--- config.mk ---
export PLATFORM = sky130hd
export DESIGN_NAME = tmr8_cmpclr
export DESIGN_NICKNAME = d
export VERILOG_FILES = /design/src/rtl/tmr8_cmpclr.sv
export SDC_FILE = /design/constraint.sdc
export NUM_CORES = 1
export LEC_CHECK = 0
export ABC_AREA = 1
export BUFFER_PORTS_ARGS = -buffer_cell sky130_fd_sc_hd__buf_2
export CORE_ASPECT_RATIO = 0.8
export CORE_MARGIN = 3
export CORE_UTILIZATION = 65
export CTS_BUF_LIST = sky130_fd_sc_hd__clkbuf_8
export DETAILED_ROUTE_END_ITERATION = 6
export GPL_ROUTABILITY_DRIVEN = 0
export PLACE_DENSITY = 0.93
export SKIP_LAST_GASP = 1
export SYNTH_ARGS = -nofsm -noshare
export SYNTH_HDL_FRONTEND = slang
export SYNTH_SLANG_ARGS = --single-unit
--- constraint.sdc ---
create_clock -name clk -period 3.95 [get_ports clk]
set_input_delay 0.1975 -clock clk [delete_from_list [all_inputs] [get_ports clk]]
set_output_delay 0.1975 -clock clk [all_outputs]
set_load 0.05 [all_outputs]
--- src/rtl/tmr8_cmpclr.sv ---
module tmr8_cmpclr #(
  parameter int W = 8
) (
  input  logic         clk,
  input  logic         rst_n,
  input  logic         reg_wr,
  input  logic         reg_rd,
  input  logic [2:0]   reg_addr,
  input  logic [W-1:0] reg_wdata,
  output logic [W-1:0] reg_rdata,
  input  logic         cnt_en,
  input  logic         ext_clr_in,
  output logic         irq_cma,
  output logic         irq_cmb,
  output logic         irq_ovf
);
  localparam logic [2:0] A_CTRL = 3'd0, A_STAT = 3'd1, A_CNT = 3'd2,
                         A_CMPA = 3'd3, A_CMPB = 3'd4;
  localparam logic [W-1:0] MAXV = {W{1'b1}};

  logic [5:0]   ctrl;
  logic [2:0]   flg, armed;
  logic [W-1:0] cnt, cmpa, cmpb;
  logic         s1, s2, s3;

  wire [1:0] clr_sel  = ctrl[4:3];
  wire       ext_lvl  = ctrl[5];
  wire       wr_cnt   = reg_wr && reg_addr == A_CNT;
  wire       wr_stat  = reg_wr && reg_addr == A_STAT;
  wire       rd_stat  = reg_rd && reg_addr == A_STAT;
  wire       ext_rise = s2 && !s3;
  wire       ext_clr  = clr_sel == 2'b11 && (ext_lvl ? s2 : ext_rise);
  wire       step     = cnt_en && !wr_cnt && !ext_clr;
  wire       hit_a    = step && cnt == cmpa;
  wire       hit_b    = step && cnt == cmpb;
  wire       mclr     = (clr_sel == 2'b01 && hit_a) || (clr_sel == 2'b10 && hit_b);
  wire       wrap     = step && cnt == MAXV && !mclr;
  wire [2:0] set_v    = {wrap, hit_b, hit_a};
  wire [2:0] clr_v    = {3{wr_stat}} & ~reg_wdata[2:0] & armed;

  always_ff @(posedge clk or negedge rst_n)
    if (!rst_n) {s1, s2, s3} <= '0;
    else        {s1, s2, s3} <= {ext_clr_in, s1, s2};

  always_ff @(posedge clk or negedge rst_n)
    if (!rst_n) begin
      ctrl <= '0;
      cmpa <= MAXV;
      cmpb <= MAXV;
    end else if (reg_wr) begin
      if (reg_addr == A_CTRL) ctrl <= reg_wdata[5:0];
      if (reg_addr == A_CMPA) cmpa <= reg_wdata;
      if (reg_addr == A_CMPB) cmpb <= reg_wdata;
    end

  always_ff @(posedge clk or negedge rst_n)
    if (!rst_n)                cnt <= '0;
    else if (wr_cnt)           cnt <= reg_wdata;
    else if (ext_clr || mclr)  cnt <= '0;
    else if (step)             cnt <= cnt + 1'b1;

  always_ff @(posedge clk or negedge rst_n)
    if (!rst_n) begin
      flg   <= '0;
      armed <= '0;
    end else begin
      flg   <= set_v | (flg & ~clr_v);
      armed <= (armed | ({3{rd_stat}} & flg)) & ~({3{wr_stat}} & ~reg_wdata[2:0]);
    end

  always_comb
    case (reg_addr)
      A_CTRL:  reg_rdata = {{(W-6){1'b0}}, ctrl};
      A_STAT:  reg_rdata = {{(W-3){1'b0}}, flg};
      A_CNT:   reg_rdata = cnt;
      A_CMPA:  reg_rdata = cmpa;
      A_CMPB:  reg_rdata = cmpb;
      default: reg_rdata = '0;
    endcase

  assign irq_cma = flg[0] & ctrl[0];
  assign irq_cmb = flg[1] & ctrl[1];
  assign irq_ovf = flg[2] & ctrl[2];

  p_hold_idle_r2: assert property (@(posedge clk) disable iff (!rst_n)
    (!cnt_en && !wr_cnt && !ext_clr) |=> $stable(cnt));
  p_ovf_on_wrap_r3: assert property (@(posedge clk) disable iff (!rst_n)
    (step && cnt == MAXV && !mclr) |=> flg[2]);
  p_no_ovf_on_clear_r3: assert property (@(posedge clk) disable iff (!rst_n)
    (mclr && !flg[2]) |=> !flg[2]);
  p_match_sets_r4: assert property (@(posedge clk) disable iff (!rst_n)
    hit_b |=> flg[1]);
  p_match_clear_r5: assert property (@(posedge clk) disable iff (!rst_n)
    (mclr && !wr_cnt) |=> cnt == '0);
  p_level_hold_r7: assert property (@(posedge clk) disable iff (!rst_n)
    (clr_sel == 2'b11 && ext_lvl && s2 && !wr_cnt) |=> cnt == '0);
  p_set_wins_r8: assert property (@(posedge clk) disable iff (!rst_n)
    hit_a |=> flg[0]);
  p_wr_wins_r10: assert property (@(posedge clk) disable iff (!rst_n)
    wr_cnt |=> cnt == $past(reg_wdata));
endmodule

==> insert_results.sql <==
INSERT INTO impl_metrics (metric_group, metric, value, unit) VALUES
('sta', 'number_of_max_slew_violations_in_the_final_report', '0', ''),
('global_routing', 'grt.total_usage', '29.8', '%'),
('finish', 'drive_gt1_share', '17.6', '%'),
('drt', 'drt-vias-per-instance', '5.72', ''),
('worst_setup_path', 'crit_start', 'ctrl[5]', ''),
('yosys', 'synth.lib_cells_used.distinct', '28', ''),
('global_routing', 'grt_first_pass_wirelength', '10.1', 'mm'),
('sta', 'timing.hold.ws', '-0.00561', 'ns'),
('run', 'timing.max_cap.violations', '0', ''),
('yosys', 'synth.cell_area', '2420', 'um2'),
('die', 'dieArea', '4500', 'um2'),
('sta', 'timing.fmax', '502', 'MHz'),
('finish', 'fillers', '264', ''),
('pwr', 'power.static_leakage', '1.42', 'nW'),
('finish', 'post-route-cell-area', '2680', 'um2'),
('yosys', 'most_instantiated_library_cell_after_synthesis', 'sky130_fd_sc_hd__nand2_1', ''),
('worst_setup_path', 'kind_of_capture_point_of_the_worst_setup_path', 'register', ''),
('yosys', 'synth_simple_gate_area_share', '35.0', '%'),
('sta', 'worstMarginPinSlew', '0.834', 'ns'),
('yosys', 'ys_seq_elements', '39', ''),
('sta', 'setup-violations-final', '0', ''),
('yosys', 'synth_compound_area_share', '11.4', '%'),
('finish', 'diodes_inserted', '0', ''),
('yosys', 'syn_area_per_cell', '7.08', 'um2'),
('yosys', 'postSynthCellCount', '342', ''),
('yosys', 'synth.mux.area_fraction', '0', '%'),
('outcome', 'run_status', 'finished with violations', ''),
('clock_network', 'ctsResizeCount', '0', ''),
('finish', 'area_growth', '10.7', '%'),
('placement', 'number_of_buffers_added_on_ports', '27', ''),
('drt', 'routed_wl', '5.97', 'mm'),
('clock_network', 'clkLatencyLatePin', '0.30', 'ns'),
('yosys', 'synth_top_cell_area_share', '23.8', '%'),
('worst_setup_path', 'critical_path_peak_fanout', '10', ''),
('yosys', 'async_flop_share', '100', '%'),
('worst_setup_path', 'required', '4.14', 'ns'),
('die', 'core_area', '3490', 'um2'),
('yosys', 'synthAdderAreaFrac', '0.517', '%'),
('drt', 'firstDrtPassIters', '5', ''),
('worst_setup_path', 'r2r_end', 'cnt[2]', ''),
('yosys', 'synth_area_leaders', 'sky130_fd_sc_hd__dfrtp_1, sky130_fd_sc_hd__nand2_1, sky130_fd_sc_hd__dfstp_2', ''),
('drt', 'route.detailed.drc', '0', ''),
('clock_network', 'cts_tree', 'yes', ''),
('clock_network', 'clock_path_buffers', '2', ''),
('pwr', 'finalPower', '1.47', 'mW'),
('min_path', 'min-delay-path-class', 'in -> async', ''),
('placement', 'placed_area', '2570', 'um2'),
('clock_network', 'htree_num_levels', '2', ''),
('worst_setup_path', 'cp.arrival', '2.18', 'ns'),
('die', 'std_cell_rows', '19', ''),
('drt', 'detail_route.iter0.violations', '231', ''),
('sta', 'worst_clock_skew', '0.00757', 'ns'),
('pwr', 'irDropWorstVdd', '0.385', 'mV'),
('clock_network', 'clk_root_buffer_cell', 'sky130_fd_sc_hd__clkbuf_8', ''),
('worst_setup_path', 'timing.critical_path.to', 'cnt[2]', ''),
('clock_network', 'cts_sinks', '39', ''),
('yosys', 'synth_warnings', '0', ''),
('outcome', 'violations', 'negative hold slack', ''),
('yosys', 'main_combinational_cell_family_by_area_after_synthesis', 'simple AND/OR/NAND/NOR gates', ''),
('clock_network', 'clk_transition_reported_paths', '0.08', 'ns'),
('sta', 'report.final.hold_viol_count', '10', ''),
('yosys', 'synth_largest_area_cell', 'sky130_fd_sc_hd__dfrtp_1', ''),
('yosys', 'yosys.area_share.xor_xnor', '2.17', '%'),
('finish', 'postLayoutCoreUtil', '76.6', '%'),
('sta', 'final_critical_path_required_period', '1.99', 'ns'),
('clock_network', 'cts_buffers', '5', ''),
('finish', 'multi_input_area', '1190', 'um2'),
('worst_setup_path', 'reg2reg_slack', '1.96', 'ns'),
('pwr', 'cellPowerDensity', '548', 'nW/um2'),
('sta', 'finalSetupTns', '0', 'ns'),
('die', 'top_level_ports', '28', '');
==> state kept, by name, indices dropped and copies added (netlist names) <==
| name | count |
|---|---|
| cnt | 8 |
| ctrl | 6 |
| s1 | 1 |
| cmpb | 8 |
| s2 | 1 |
| s3 | 1 |
| cmpa | 8 |
| flg | 3 |
| armed | 3 |
==> layout by cell type, fill, tap and decap left out <==
master / instances
sky130_fd_sc_hd__a221oi_1: 4
sky130_fd_sc_hd__inv_2: 4
sky130_fd_sc_hd__dfstp_2: 16
sky130_fd_sc_hd__o21ai_0: 29
sky130_fd_sc_hd__nand4_1: 10
sky130_fd_sc_hd__nand2_1: 124
sky130_fd_sc_hd__nor3_4: 1
sky130_fd_sc_hd__nor3b_1: 1
sky130_fd_sc_hd__clkinvlp_4: 1
sky130_fd_sc_hd__nor2_2: 1
sky130_fd_sc_hd__nand2_4: 2
sky130_fd_sc_hd__a21oi_1: 7
sky130_fd_sc_hd__nor2_4: 2
sky130_fd_sc_hd__buf_2: 27
sky130_fd_sc_hd__nor3_1: 3
sky130_fd_sc_hd__nor2_1: 26
sky130_fd_sc_hd__inv_1: 49
sky130_fd_sc_hd__nand3_4: 2
sky130_fd_sc_hd__o221ai_1: 2
sky130_fd_sc_hd__nor2_8: 1
sky130_fd_sc_hd__a22o_1: 2
sky130_fd_sc_hd__nand3_1: 13
sky130_fd_sc_hd__o22ai_1: 4
sky130_fd_sc_hd__xor2_1: 6
sky130_fd_sc_hd__ha_1: 1
sky130_fd_sc_hd__dfrtp_1: 23
sky130_fd_sc_hd__clkbuf_8: 6
sky130_fd_sc_hd__clkinv_4: 1
sky130_fd_sc_hd__nor3_2: 1
sky130_fd_sc_hd__dlygate4sd3_1: 1
==> timing repair <==
| item | in CTS | in global routing |
|---|---|---|
| hold endpoints to repair | 0 | 1 |
| hold buffers | 0 | 1 |
| setup buffers | 0 | 0 |
==> layout make-up <==
class	count	share of cell area, %
clock inverter	2	0.607
clock buffer	6	3.08
timing repair buffer	28	5.42
sequential	39	37.2
tap	42	1.96
inverter	53	7.43
multi-input combinational	242	44.3
==> metal layers <==
| metal | vias to the layer above | global-route usage, % | part of all wire, % |
|---|---|---|---|
| met2 | 110 | 46.8 | 45 |
| met3 | 13 | 6.95 | 8.9 |
| li1 | 1135 | - | - |
| met1 | 1098 | 41.3 | 44 |
| met5 | - | 0 | 0 |
| met4 | 0 | 9.90 | 1.5 |
==> kinds of logic (layout without fill, tap and decap cells) <==
family                     after synthesis  in the layout
AOI/OAI and AO/OA                       48             48
and+or+nand+nor                        187            187
buffers and inverters                   61             89
xor gates and xnor gates                 6              6
DFF                                     39             39
adders and majority gates                1              1
==> worst max-delay path, cell delays in order, from the launching register on <==
cell and delay [ns]:
sky130_fd_sc_hd__dfrtp_1 0.35, sky130_fd_sc_hd__inv_1 0.07, sky130_fd_sc_hd__nand2_1 0.07, sky130_fd_sc_hd__nand4_1 0.38
sky130_fd_sc_hd__nand2_1 0.26, sky130_fd_sc_hd__nor2_4 0.09, sky130_fd_sc_hd__nand3_4 0.17, sky130_fd_sc_hd__nand2_4 0.09
sky130_fd_sc_hd__nor2_8 0.16, sky130_fd_sc_hd__nand2_4 0.10, sky130_fd_sc_hd__nand2_1 0.09, sky130_fd_sc_hd__nand2_1 0.05
==> worst min path at each step <==
stage,start,end,slack [ns]
after floorplan,rst_n,armed[0],-0.1
after global placement,ext_clr_in,s1,0.31
after detailed placement,ext_clr_in,s1,0.31
after CTS,ext_clr_in,s1,0.005
after global routing,rst_n,armed[2],0.05
final,rst_n,armed[2],-0.006
==> power by group <==
part | total (mW) | internal (mW) | switching, mW
sequential | 0.658 | 0.519 | 0.140
combinational | 0.521 | 0.190 | 0.330
clock | 0.288 | 0.142 | 0.146
No activity file was read; power rests on OpenSTA's default activity.
